<file path="src/rtl/selftest_pkg.sv">
package selftest_pkg;
    localparam int SIG_W  = 64;
    localparam int WORD_W = 32;

    typedef enum logic [2:0] {
        ST_IDLE,
        ST_INIT,
        ST_SHIFT,
        ST_CAPT,
        ST_DONE
    } st_e;
endpackage

</file>
<file path="src/rtl/st_slow_tick.sv">
module st_slow_tick #(
    parameter int DIV_W = 4
) (
    input  logic             clk,
    input  logic             rst_n,
    input  logic             clear,
    input  logic             enable,
    input  logic [DIV_W-1:0] ratio,
    output logic             tick
);
    typedef struct packed {
        logic [DIV_W-1:0] cnt;
    } div_t;

    div_t div_d, div_q;

    assign tick = enable && (div_q.cnt == ratio - DIV_W'(1));

    always_comb begin
        div_d = div_q;
        if (clear) begin
            div_d.cnt = '0;
        end else if (enable) begin
            div_d.cnt = tick ? '0 : div_q.cnt + DIV_W'(1);
        end
    end

    always_ff @(posedge clk or negedge rst_n) begin
        if (!rst_n) div_q <= '0;
        else        div_q <= div_d;
    end


    tick_spacing_chk: assert property (@(posedge clk) disable iff (!rst_n)
        (tick && ratio > DIV_W'(1)) |=> !tick);
endmodule

</file>
<file path="src/rtl/st_prpg.sv">
module st_prpg #(
    parameter int            W    = 16,
    parameter int            NC   = 4,
    parameter logic [W-1:0]  TAPS = 16'hD008
) (
    input  logic          clk,
    input  logic          rst_n,
    input  logic          load,
    input  logic [W-1:0]  seed,
    input  logic          step,
    input  logic [NC-1:0] mask,
    output logic [NC-1:0] chain_in
);
    typedef struct packed {
        logic [W-1:0] lfsr;
    } gen_t;

    gen_t gen_d, gen_q;

    assign chain_in = gen_q.lfsr[NC-1:0] | mask;

    always_comb begin
        gen_d = gen_q;
        if (load) begin
            gen_d.lfsr = (seed == '0) ? W'(1) : seed;
        end else if (step) begin
            gen_d.lfsr = {gen_q.lfsr[W-2:0], ^(gen_q.lfsr & TAPS)};
        end
    end

    always_ff @(posedge clk or negedge rst_n) begin
        if (!rst_n) gen_q <= W'(1);
        else        gen_q <= gen_d;
    end


    lfsr_nonzero_chk: assert property (@(posedge clk) disable iff (!rst_n)
        step |=> (gen_q.lfsr != '0));
endmodule

</file>
<file path="src/rtl/st_misr.sv">
module st_misr #(
    parameter int           W    = 64,
    parameter int           NC   = 4,
    parameter logic [W-1:0] TAPS = 64'hD800_0000_0000_0000
) (
    input  logic          clk,
    input  logic          rst_n,
    input  logic          load,
    input  logic [W-1:0]  init,
    input  logic          step,
    input  logic [NC-1:0] din,
    output logic [W-1:0]  sig
);
    typedef struct packed {
        logic [W-1:0] reg_v;
    } cmp_t;

    cmp_t cmp_d, cmp_q;

    assign sig = cmp_q.reg_v;

    always_comb begin
        cmp_d = cmp_q;
        if (load) begin
            cmp_d.reg_v = init;
        end else if (step) begin
            cmp_d.reg_v = {cmp_q.reg_v[W-2:0], ^(cmp_q.reg_v & TAPS)}
                        ^ {{(W-NC){1'b0}}, din};
        end
    end

    always_ff @(posedge clk or negedge rst_n) begin
        if (!rst_n) cmp_q <= '0;
        else        cmp_q <= cmp_d;
    end


    hold_when_idle_chk: assert property (@(posedge clk) disable iff (!rst_n)
        (!load && !step) |=> $stable(sig));
endmodule

</file>
<file path="src/rtl/selftest_engine.sv">
module selftest_engine
    import selftest_pkg::*;
#(
    parameter int NUM_CHAINS = 4,
    parameter int CHAIN_LEN  = 8,
    parameter int PRPG_W     = 16,
    parameter int CNT_W      = 16,
    parameter int DIV_W      = 4,
    parameter int DEF_DIV    = 8
) (
    input  logic                  clk,
    input  logic                  rst_n,
    input  logic                  run_req,
    input  logic [DIV_W-1:0]      cfg_div,
    input  logic [CNT_W-1:0]      cfg_pat_start,
    input  logic [CNT_W-1:0]      cfg_pat_end,
    input  logic [PRPG_W-1:0]     cfg_seed,
    input  logic [SIG_W-1:0]      cfg_sig_init,
    input  logic [NUM_CHAINS-1:0] cfg_chain_mask,
    input  logic [NUM_CHAINS-1:0] scan_out,
    output logic [NUM_CHAINS-1:0] scan_in,
    output logic                  shift_en,
    output logic                  capture_en,
    output logic                  done,
    output logic [SIG_W-1:0]      signature,
    input  logic                  word_sel,
    output logic [WORD_W-1:0]     sig_word
);
    localparam int SH_W = (CHAIN_LEN > 1) ? $clog2(CHAIN_LEN) : 1;
    localparam logic [SH_W-1:0] SH_LAST = SH_W'(CHAIN_LEN - 1);

    typedef struct packed {
        st_e                   st;
        logic                  init_cnt;
        logic [SH_W-1:0]       sh;
        logic [CNT_W-1:0]      pat;
        logic [CNT_W-1:0]      pat_end;
        logic [NUM_CHAINS-1:0] mask;
        logic [DIV_W-1:0]      ratio;
    } ctl_t;

    ctl_t ctl_d, ctl_q;
    logic accept;
    logic tick;
    logic running;

    assign accept  = run_req && (ctl_q.st == ST_IDLE || ctl_q.st == ST_DONE);
    assign running = (ctl_q.st == ST_SHIFT) || (ctl_q.st == ST_CAPT);

    assign shift_en   = (ctl_q.st == ST_SHIFT) && tick;
    assign capture_en = (ctl_q.st == ST_CAPT) && tick;
    assign done       = (ctl_q.st == ST_DONE);

    st_slow_tick #(.DIV_W(DIV_W)) u_tick (
        .clk    (clk),
        .rst_n  (rst_n),
        .clear  (accept),
        .enable (running),
        .ratio  (ctl_q.ratio),
        .tick   (tick)
    );

    st_prpg #(.W(PRPG_W), .NC(NUM_CHAINS)) u_prpg (
        .clk      (clk),
        .rst_n    (rst_n),
        .load     (accept),
        .seed     (cfg_seed),
        .step     (shift_en),
        .mask     (ctl_q.mask),
        .chain_in (scan_in)
    );

    st_misr #(.W(SIG_W), .NC(NUM_CHAINS)) u_misr (
        .clk   (clk),
        .rst_n (rst_n),
        .load  (accept),
        .init  (cfg_sig_init),
        .step  (shift_en),
        .din   (scan_out),
        .sig   (signature)
    );

    assign sig_word = word_sel ? signature[SIG_W-1:WORD_W] : signature[WORD_W-1:0];

    always_comb begin
        ctl_d = ctl_q;
        if (accept) begin
            ctl_d.st       = ST_INIT;
            ctl_d.init_cnt = 1'b0;
            ctl_d.sh       = '0;
            ctl_d.pat      = cfg_pat_start;
            ctl_d.pat_end  = cfg_pat_end;
            ctl_d.mask     = cfg_chain_mask;
            ctl_d.ratio    = (cfg_div == '0) ? DIV_W'(DEF_DIV) : cfg_div;
        end else begin
            unique case (ctl_q.st)
                ST_INIT: begin
                    if (ctl_q.init_cnt) ctl_d.st = ST_SHIFT;
                    ctl_d.init_cnt = 1'b1;
                end
                ST_SHIFT: begin
                    if (tick) begin
                        if (ctl_q.sh == SH_LAST) begin
                            ctl_d.sh = '0;
                            ctl_d.st = ST_CAPT;
                        end else begin
                            ctl_d.sh = ctl_q.sh + SH_W'(1);
                        end
                    end
                end
                ST_CAPT: begin
                    if (tick) begin
                        if (ctl_q.pat == ctl_q.pat_end) begin
                            ctl_d.st = ST_DONE;
                        end else begin
                            ctl_d.pat = ctl_q.pat + CNT_W'(1);
                            ctl_d.st  = ST_SHIFT;
                        end
                    end
                end
                default: ;
            endcase
        end
    end

    always_ff @(posedge clk or negedge rst_n) begin
        if (!rst_n) begin
            ctl_q       <= '0;
            ctl_q.st    <= ST_IDLE;
            ctl_q.ratio <= DIV_W'(DEF_DIV);
        end else begin
            ctl_q <= ctl_d;
        end
    end


    pulse_exclusive_chk: assert property (@(posedge clk) disable iff (!rst_n)
        $onehot0({shift_en, capture_en, done}));


    done_after_capture_chk: assert property (@(posedge clk) disable iff (!rst_n)
        $rose(done) |-> $past(capture_en));


    masked_chain_high_chk: assert property (@(posedge clk) disable iff (!rst_n)
        shift_en |-> ((scan_in & ctl_q.mask) == ctl_q.mask));


    frozen_signature_chk: assert property (@(posedge clk) disable iff (!rst_n)
        (done && !run_req) |=> $stable(signature));
endmodule

</file>
<file path="config.mk">
export PLATFORM = sky130hd
export DESIGN_NAME = selftest_engine
export DESIGN_NICKNAME = d
export VERILOG_FILES = /design/src/rtl/selftest_pkg.sv /design/src/rtl/st_slow_tick.sv /design/src/rtl/st_prpg.sv /design/src/rtl/st_misr.sv /design/src/rtl/selftest_engine.sv
export SDC_FILE = /design/constraint.sdc
export NUM_CORES = 1
export LEC_CHECK = 0
export BUFFER_PORTS_ARGS = -buffer_cell sky130_fd_sc_hd__buf_2
export CAP_MARGIN = 40
export CORE_UTILIZATION = 40
export DETAILED_ROUTE_END_ITERATION = 10
export PLACE_DENSITY = 0.66
export SLEW_MARGIN = 0
export SYNTH_ARGS = -nofsm -noshare
export SYNTH_HDL_FRONTEND = slang
export SYNTH_SLANG_ARGS = --single-unit
</file>
<file path="constraint.sdc">
create_clock -name clk -period 5.7 [get_ports clk]
set_input_delay 0 -clock clk [delete_from_list [all_inputs] [get_ports clk]]
set_output_delay 0 -clock clk [all_outputs]
set_load 0.05 [all_outputs]
</file>
==> results of run 1 <==
worst max-delay path, stage by stage, from the launching register on:
cell,delay [ps]
dfrtp_1,380
inv_1,80
ha_1,210
xor3_1,370
nor3_1,460
nand3_1,200
inv_2,580
buf_4,500
a22oi_1,170
nand2_1,120
power by group:
| group | switching (mW) | internal, mW |
|---|---|---|
| clock network | 0.416 | 0.758 |
| registers | 0.482 | 1.37 |
| logic | 2.27 | 0.975 |
layer usage:
metal  vias to the layer above  share of wire (%)  global-route usage, %
li1                       3285                  -                      -
met2                       237                 48                  39.51
met3                        56                4.4                  4.383
met5                         -                  0                      0
met1                      3244                 44                  31.37
met4                         0                3.7                  12.27
metrics by stage:
| stage | utilization (%) | power [mW] | std cells | area [um^2] |
|---|---|---|---|---|
| floorplan | - | 4.216 | 745 | 6774 |
| global placement | 48.52 | 4.956 | 1151 | 8046 |
| detailed placement | 48.59 | 4.988 | 1152 | 8058 |
| CTS | 59.97 | 6.259 | 1309 | 9945 |
| global route | 59.97 | 6.639 | 1309 | 9945 |
| finish | 59.97 | 6.270 | 1309 | 9945 |
sequential cells by signal (all words and copies together) (netlist names):
register and cells:
ctl_q 47, u_misr.sig 64, u_tick.div_q 4, u_prpg.gen_q 16
final cells by class:
type                            count  area [um^2]  area share, %
Sequential cell                   131         3281          32.99
Clock inverter                     11        175.2          1.761
Tap cell                          220        275.3          2.768
Clock buffer                       21        460.4          4.630
Multi-Input combinational cell    554         3247          32.65
Timing Repair Buffer              363         2472          24.86
Inverter                            9        33.78         0.3397
worst min path at each step:
stage | slack (ps) | from | to | cells past startpoint
after floorplan | -300 | rst_n | ctl_q[0] | 0
after global placement | 70 | rst_n | u_misr.sig[16] | 1
after detailed placement | 70 | rst_n | u_misr.sig[16] | 1
after CTS | 180 | rst_n | u_misr.sig[16] | 2
after global routing | 220 | rst_n | u_misr.sig[16] | 2
final | 170 | rst_n | u_misr.sig[16] | 2
cells by family (layout without fill, tap and decap cells):
family	count (synthesis)	in the layout	synth area share, %
AND/OR/NAND/NOR	352	352	23.14
AO/OA/AOI/OAI	135	135	14.22
flip-flops	131	131	48.43
buffers and inverters	60	404	3.971
XOR/XNOR	32	32	4.359
multiplexers	30	30	4.950
adder cells (fa/ha/maj)	5	5	0.9235
layout by cell type (no fill, tap or decap), types with 8 or more instances in the layout:
cell | synthesis | routed
dlygate4sd3_1 | 0 | 125
dfrtp_1 | 129 | 129
nor3_1 | 9 | 9
xnor2_1 | 10 | 10
nand2_1 | 233 | 233
buf_2 | 8 | 229
clkbuf_16 | 0 | 17
nand3_1 | 32 | 32
o211ai_1 | 10 | 10
o21ai_0 | 16 | 16
a22oi_1 | 59 | 59
a21oi_1 | 16 | 16
nor4_1 | 13 | 13
inv_1 | 8 | 8
mux2_2 | 28 | 28
xor2_1 | 21 | 21
nor2_1 | 15 | 14
and3_1 | 15 | 15
what timing repair did:
| action | in CTS | in global routing |
|---|---|---|
| hold buffers | 125 | 0 |
| setup buffers | 0 | 0 |
| endpoints found under the hold margin | 191 | 0 |
==> impl_metrics.csv, run 1 <==
group,metric,value,unit
status,status,"finished clean",
detailed_routing,routed_wl,20800,um
logic_synthesis,netlist_top_cells_area,"dfrtp_1 (48%), nand2_1 (13%), a22oi_1 (6.5%)",
logic_synthesis,syn_nets,878,
sta,worst_pin_slew,830.7,ps
logic_synthesis,synthTopCellsByCount,"nand2_1 (233), dfrtp_1 (129), a22oi_1 (59), nand3_1 (32), clkbuf_1 (29)",
floorplan,die_w,132.1,um
power,leakage,5.008,nW
cts,clk_pin_slew,60,ps
logic_synthesis,ys_warn_count,0,
place,preCtsSetupSlack,2592,ps
power,ir_drop,0.4687,mV
floorplan,start_util,40.85,%
sta,slew_headroom,44.44,%
critical_path,startpoint,"ctl_q[0]",
min_path,min_path_type,"primary input to async pin",
critical_path,reg2reg_depth,9,
detailed_routing,avgRoutedWirePerCell,15.89,um
grt,grt_overflow_total,0,
floorplan,die_h,132.1,um
critical_path,r2r-end,"u_misr.sig[23]",
critical_path,r2r_start,"ctl_q[0]",
layout,syn_to_final_growth,46.80,%
critical_path,critPathCaptureType,"register",
cts,clkSinkCount,131,
logic_synthesis,yosysUniqueCellTypes,51,
floorplan,coreArea,16580,um^2
sta,fin_crit,3148,ps
sta,fmax,317.7,MHz
critical_path,cp_data_required_time,6060,ps
layout,fill_cells,1411,
detailed_routing,routed_via_density,5.212,
sta,rsz0062_at_grt,"no",
critical_path,r2r_slack,2550,ps
logic_synthesis,ys_ff_latch,131,
detailed_routing,drt-pass1-iter-count,5,
floorplan,row_count,47,
logic_synthesis,yosys.area.top_type,"dfrtp_1",
critical_path,startpoint_type,"register",
grt,grt_first_pass_wirelength,33780,um
sta,setup_violations,0,
cts,numCtsBuffers,17,
logic_synthesis,async_flop_share,100.0,%
run,drv_cap,0,
cts,htree_num_levels,4,
sta,hold_viol,0,
cts,clk_latency,420,ps
sta,tns,0,ps
critical_path,cp_data_arrival_time,3510,ps
grt,grt_pass1_vias,6632,
sta,fin_crit_sh,55.22,%
cts,clockBufferDepth,2,
layout,drive_gt1_share,28.93,%
logic_synthesis,avgSynthCellArea,9.093,um^2
logic_synthesis,synth_most_common_cell,"nand2_1",
detailed_routing,antenna_left,0,
grt,antenna_found_initial,0,
floorplan,ios,231,
place,dp_hpwl,12570,um
sta,slew_viol_final,0,
place,port_buffers,230,
power,power.density,630.5,nW/um^2
logic_synthesis,synth_edf_count,0,
critical_path,critPathMaxFanout,40,
logic_synthesis,syn-instance-count,745,
cts,cts-resized-gates,0,
grt,grt_max_degree,73,
place,place_congestion,0.8385,
sta,final.setup_skew,11.58,ps
critical_path,worstSetupPathType,"register to register",
logic_synthesis,yosysSeqAreaShare,48.43,%
sta,fin_ws,2552,ps
cts,tritoncts,"done",
detailed_routing,vias,6822,
floorplan,die_area,17460,um^2
logic_synthesis,yosys.area.top_type_share,47.65,%
cts,clockRootBuffer,"clkbuf_16",
critical_path,crit_path_end,"u_misr.sig[23]",
sta,holdWs,174.7,ps
layout,n_antenna_cell,0,
logic_synthesis,synth_area,6774,um^2
logic_synthesis,yosys_most_used_dff,"dfrtp_1",
detailed_routing,remaining_drc_errors,0,
grt,grtUsageTotal,24.38,%
layout,fin_nets,1209,
detailed_routing,drt_iter0_markers,484,
No activity file was read; power rests on OpenSTA's default activity.
==> run 2, diff against run 1 <==
PLACE_DENSITY = 0.69   (was 0.66)
clock period = 2.6 ns   (was 5.7 ns; I/O delays follow)
==> run 2 against run 1 <==
  * Via count up 2.0%
  * Clock skew grew 0.93 ps
  * Sequential cell count stayed put
  * Final cell count rose by 0.53%
  * Sequential power rose by 120%
  * Register-to-register slack lost 2400 ps
  * Utilization grew 0.81 points
  * Critical path type is now register to output pin
  * Critical endpoint is now capture_en
  * Largest cell class unchanged
==> impl_metrics.csv, run 2 (synthesized netlist as in run 1, its figures left out) <==
group,metric,value,unit
floorplan,start_util,40.85,%
critical_path,crit_family,"simple AND/OR/NAND/NOR gates",
cts,clockRootBuffer,"clkbuf_16",
sta,setup_violations,0,
critical_path,worstSetupPathType,"register to output pin",
cts,clk_pin_slew,60,ps
grt,top_usage_layer,"met2",
sta,slew_viol_final,0,
layout,n_antenna_cell,0,
place,placed_cell_area,8189,um^2
sta,worst_pin_slew,795.2,ps
power,leakage,5.065,nW
grt,met2_usage,40.89,%
critical_path,cp_data_required_time,2600,ps
detailed_routing,remaining_drc_errors,0,
grt,use_met3,4.921,%
floorplan,die_h,132.1,um
place,dp_hpwl,13260,um
floorplan,die_w,132.1,um
detailed_routing,routed_wl,21310,um
detailed_routing,drt-pass1-iter-count,5,
critical_path,cp_data_arrival_time,2480,ps
grt,use_met1,32.39,%
grt,grtUsageTotal,24.66,%
layout,layout_commonest_cell,"nand2_1",
power,power.density,1379,nW/um^2
sta,hold_viol,0,
grt,grt_max_degree,76,
sta,tns,0,ps
detailed_routing,routed_via_density,5.286,
critical_path,startpoint_type,"register",
layout,layout_common_cells,"nand2_1 (233), buf_2 (227), dfrtp_1 (129)",
floorplan,row_count,47,
critical_path,crit_path_max_incr_delay,430,ps
floorplan,ios,231,
sta,fin_crit_sh,95.57,%
floorplan,die_area,17460,um^2
status,status,"finished clean",
layout,drive_gt1_share,29.56,%
detailed_routing,vias,6956,
critical_path,critPathMaxFanout,24,
detailed_routing,drt_iter0_markers,581,
sta,holdWs,191.8,ps
grt,antenna_found_initial,0,
power,ir_drop,0.9488,mV
critical_path,critPathCaptureType,"output pin",
run,drv_cap,0,
sta,fin_crit,2485,ps
detailed_routing,antenna_left,0,
place,port_buffers,230,
grt,grt_first_pass_wirelength,34370,um
critical_path,r2r_slack,150,ps
critical_path,path_cells,"inv_1 > ha_1 > xor3_1 > or3_4 > nor3_4 > buf_12 > buf_6",
sta,slew_headroom,46.98,%
min_path,min_path_type,"primary input to async pin",
layout,syn_to_final_growth,48.80,%
place,dp.cells,1160,
layout,largest_reg_flops,64,
critical_path,cp_slowest_cell,"or3_4",
layout,finalNonFillerCells,1316,
critical_path,path_buf_inv,3,
grt,grt_pass1_vias,6685,
cts,post_cts_buffers,0,
detailed_routing,avgRoutedWirePerCell,16.19,um
sta,fmax,402.5,MHz
floorplan,coreArea,16580,um^2
grt,grt_overflow_total,0,
layout,fin_nets,1217,
cts,clkSinkCount,131,
sta,rsz0062_at_grt,"no",
sta,final.setup_skew,12.51,ps
cts,htree_num_levels,4,
cts,numCtsBuffers,17,
place,place_congestion,0.8382,
layout,finalInstanceArea,10080,um^2
cts,clockBufferDepth,2,
cts,clk_latency,420,ps
cts,tritoncts,"done",
-- run 2: cell count changes in the layout (fill, tap and decap cells not counted), sizes merged --
cell      previous run  this run
inv                 11         9
buf                238       246
clkinvlp             2         1
clkinv               3         5
-- run 2: layout make-up --
cell class	count	area (um^2)
Multi-Input combinational cell	554	3257
Sequential cell	131	3281
Clock buffer	21	460.4
Timing Repair Buffer	371	2616
Fill cell	1397	6504
Tap cell	220	275.3
Clock inverter	10	156.4
Inverter	9	33.78
-- run 2: timing repair --
item | in CTS | in global routing
gates resized for setup | 2 | 5
setup endpoints to repair | 1 | 2
hold endpoints to repair | 194 | 0
hold buffers | 125 | 0
pin swaps | 1 | 0
-- run 2: metal layers --
| metal | vias up | routed length [um] |
|---|---|---|
| li1 | 3284 | - |
| met1 | 3379 | 9115 |
| met2 | 250 | 10430 |
| met3 | 43 | 1266 |
| met4 | 0 | 493 |
| met5 | - | 0 |
-- run 2: per-stage QoR --
stage / total power [mW] / util (%) / setup slack (ps)
after floorplan: 9.242 / - / 393.3
after global placement: 10.99 / 49.38 / 285.4
after detailed placement: 11.12 / 49.38 / 185.4
after CTS: 13.85 / 60.68 / 0.6213
after global routing: 14.69 / 60.78 / 2.941
final: 13.90 / 60.78 / 115.3
-- run 2: final timing paths --
kind,startpoint,endpoint,cells after the start
worst max-delay path,ctl_q[0],capture_en,7
worst min-delay path,rst_n,u_misr.sig[53],2
worst max register to register,ctl_q[0],ctl_q[29],8
worst min register to register,ctl_q[7],ctl_q[7],2
max in group asynchronous,rst_n,ctl_q[3],3
min in group clk,scan_out[0],u_misr.sig[0],6
-- run 2: worst reg2reg max path: stages, from the launching register on --
cell and delay [ps]:
dfrtp_1 380, inv_1 90, ha_1 220, xor3_1 400
or3_4 430, nor3_4 200, buf_12 180, and2_1 280
o211ai_1 140
-- run 2: power by group --
| part | total, mW | leakage [nW] | switching, mW | internal (mW) |
|---|---|---|---|---|
| clock | 2.52 | 0.303 | 0.871 | 1.64 |
| combinational | 7.30 | 3.17 | 5.05 | 2.25 |
| sequential | 4.08 | 1.59 | 1.08 | 3.01 |
==> run 3, diff against run 2 <==
ABC_AREA = 1   (was not set)
PLACE_DENSITY = 0.68   (was 0.69)
SLEW_MARGIN = 40   (was 0)
==> run 3 against run 2 <==
  * Fmax up 4.2%
  * First-iteration DRC count is 28% lower
  * Register-to-register slack gained 380 ps
  * Hold slack worse by 170 ps
  * Non-clock buffer count shrank 13
  * Area after synthesis grew 5.8%
  * Wire length rose by 1.1%
  * Utilization shrank 1.3 points
  * Critical path type unchanged
  * Largest power group unchanged
==> impl_metrics.csv, run 3 <==
group,metric,value,unit
layout,final_core_util,59.49,%
critical_path,crit_family,"buffers and inverters",
sta,final.setup_skew,11.36,ps
layout,n_antenna_cell,0,
grt,grtUsageTotal,24.26,%
floorplan,die_w,135.8,um
grt,antenna_found_initial,0,
critical_path,path_cells,"inv_1 > ha_1 > inv_1 > nand2_1 > nand2_1 > nand3_1 > nor2_2 > nand2_2 > nor2_4 > buf_6 > buf_2",
logic_synthesis,yosys.area.top_type_share,45.05,%
critical_path,worstSetupPathType,"register to output pin",
floorplan,start_util,41.14,%
logic_synthesis,avgSynthCellArea,7.403,um^2
detailed_routing,routed_via_density,4.863,
floorplan,row_count,48,
grt,grt_pass1_vias,7322,
critical_path,path_buf_inv,4,
detailed_routing,drt_iter0_markers,416,
layout,layout_common_cells,"nand2_1 (466), buf_2 (229), dfrtp_1 (129)",
sta,rsz0062_at_grt,"no",
cts,clk_latency,420,ps
logic_synthesis,synthTopCellsByCount,"nand2_1 (467), dfrtp_1 (129), nand3_1 (106), inv_1 (47), o21ai_0 (42)",
layout,largest_reg_flops,64,
logic_synthesis,synth_area,7166,um^2
power,leakage,5.418,nW
logic_synthesis,yosys_most_used_dff,"dfrtp_1",
logic_synthesis,ys_warn_count,0,
status,status,"finished clean",
place,port_buffers,230,
layout,layout_commonest_cell,"nand2_1",
sta,worst_pin_slew,811.6,ps
cts,numCtsBuffers,17,
layout,drive_gt1_share,24.39,%
detailed_routing,drt-pass1-iter-count,5,
sta,fin_crit_sh,91.70,%
critical_path,r2r-end,"u_misr.sig[43]",
grt,grt_max_degree,80,
logic_synthesis,yosys.area.top_type,"dfrtp_1",
cts,clk_pin_slew,50,ps
sta,setup_violations,0,
detailed_routing,remaining_drc_errors,0,
cts,clkSinkCount,131,
cts,htree_num_levels,4,
min_path,min_path_type,"primary input to register",
place,place_congestion,0.8318,
logic_synthesis,yosys.area_share.simple,36.18,%
critical_path,r2r_start,"ctl_q[0]",
logic_synthesis,syn_nets,1101,
floorplan,ios,231,
logic_synthesis,synth_edf_count,0,
detailed_routing,antenna_left,0,
sta,slew_headroom,45.89,%
critical_path,cp_data_required_time,2600,ps
sta,tns,0,ps
cts,tritoncts,"done",
logic_synthesis,ys_ff_latch,131,
logic_synthesis,syn-instance-count,968,
place,dp_hpwl,13650,um
detailed_routing,routed_wl,21550,um
sta,fmax,419.4,MHz
critical_path,r2r_slack,530,ps
logic_synthesis,synth_top_family_by_area,"simple AND/OR/NAND/NOR gates",
logic_synthesis,synth-compound-area-share,3.841,%
grt,grt_first_pass_wirelength,35080,um
sta,fin_crit,2384,ps
layout,syn_to_final_growth,44.60,%
run,drv_cap,0,
layout,fin_nets,1433,
logic_synthesis,yosysUniqueCellTypes,34,
logic_synthesis,async_flop_share,100.0,%
critical_path,startpoint_type,"register",
logic_synthesis,synthMuxAreaShare,4.697,%
sta,slew_viol_final,0,
critical_path,startpoint,"ctl_q[0]",
grt,grt_overflow_total,0,
critical_path,crit_path_end,"shift_en",
power,power.density,1346,nW/um^2
detailed_routing,avgRoutedWirePerCell,14.02,um
sta,hold_viol,0,
logic_synthesis,netlist_top_cells_area,"dfrtp_1 (45%), nand2_1 (24%), nand3_1 (7.4%)",
floorplan,die_h,135.8,um
logic_synthesis,synthXorXnorAreaFrac,2.322,%
critical_path,crit_path_max_incr_delay,360,ps
floorplan,coreArea,17420,um^2
critical_path,critPathCaptureType,"output pin",
cts,clockBufferDepth,2,
logic_synthesis,synth_most_common_cell,"nand2_1",
critical_path,cp_slowest_cell,"dfrtp_1",
detailed_routing,vias,7475,
critical_path,reg2reg_depth,12,
cts,clockRootBuffer,"clkbuf_16",
critical_path,critPathMaxFanout,27,
power,ir_drop,0.9658,mV
logic_synthesis,synthAdderAreaFrac,0.8731,%
critical_path,cp.depth,11,
logic_synthesis,yosysSeqAreaShare,45.78,%
critical_path,cp_data_arrival_time,2380,ps
floorplan,die_area,18450,um^2
[run 3: per-layer routing]
| layer | routed length, um | share of wire (%) | vias to the layer above | track usage (%) |
|---|---|---|---|---|
| met5 | 0 | 0 | - | 0 |
| met4 | 665 | 3.1 | 0 | 10.80 |
| met3 | 1445 | 6.7 | 53 | 6.115 |
| met2 | 10240 | 48 | 292 | 39.82 |
| met1 | 9198 | 43 | 3409 | 30.03 |
| li1 | - | - | 3721 | - |
[run 3: cells by family after synthesis]
family / Yosys count
compound gates: 52
xor+xnor: 19
fa+ha+maj: 5
buf+inv: 99
flops: 131
mux: 30
simple gates: 632
[run 3: worst min path at each step]
stage | startpoint | endpoint | cells after the start
6_report | scan_out[1] | u_misr.sig[1] | 5
5_1_grt | cfg_sig_init[2] | u_misr.sig[2] | 5
4_1_cts | cfg_sig_init[2] | u_misr.sig[2] | 5
3_5_place_dp | rst_n | ctl_q[20] | 1
3_3_place_gp | rst_n | ctl_q[20] | 1
2_1_floorplan | rst_n | ctl_q[0] | 0
[run 3: worst reg2reg max path: cells and delay by family (launching register included)]
kind | cells | cell delay [ps]
AND/OR/NAND/NOR | 8 | 820
buffers and inverters | 3 | 520
flip-flops | 1 | 360
adder cells (fa/ha/maj) | 1 | 300
[run 3: metrics by stage]
step                      setup slack (ps)  hold slack, ps  cell area (um^2)  power, mW  cells
after floorplan                      608.7          -295.6              7166      9.214    968
after global placement               578.0           9.423              8478      10.88   1387
after detailed placement             560.2           3.334              8478      10.97   1387
after CTS                            106.7           4.819             10360      13.98   1537
after global routing                 59.80           26.28             10360      14.85   1537
final                                215.7           21.52             10360      13.95   1537
[run 3: cell type report]
class / instances / area (um^2)
Clock buffer: 21 / 460.4
Clock inverter: 10 / 227.7
Fill cell: 1533 / 7056
Inverter: 54 / 205.2
Multi-Input combinational cell: 738 / 3436
Sequential cell: 131 / 3281
Tap cell: 225 / 281.5
Timing Repair Buffer: 358 / 2470
[run 3: repair_timing]
item,4_1_cts,5_1_grt
setup buffers,0,0
hold buffers,119,0
setup endpoints to repair,0,1
gates resized for setup,0,1
hold endpoints to repair,173,0
[run 3: power by group]
group          internal, mW  switching (mW)
clock                  1.94           0.886
sequential             2.98           0.978
combinational          2.01            5.15
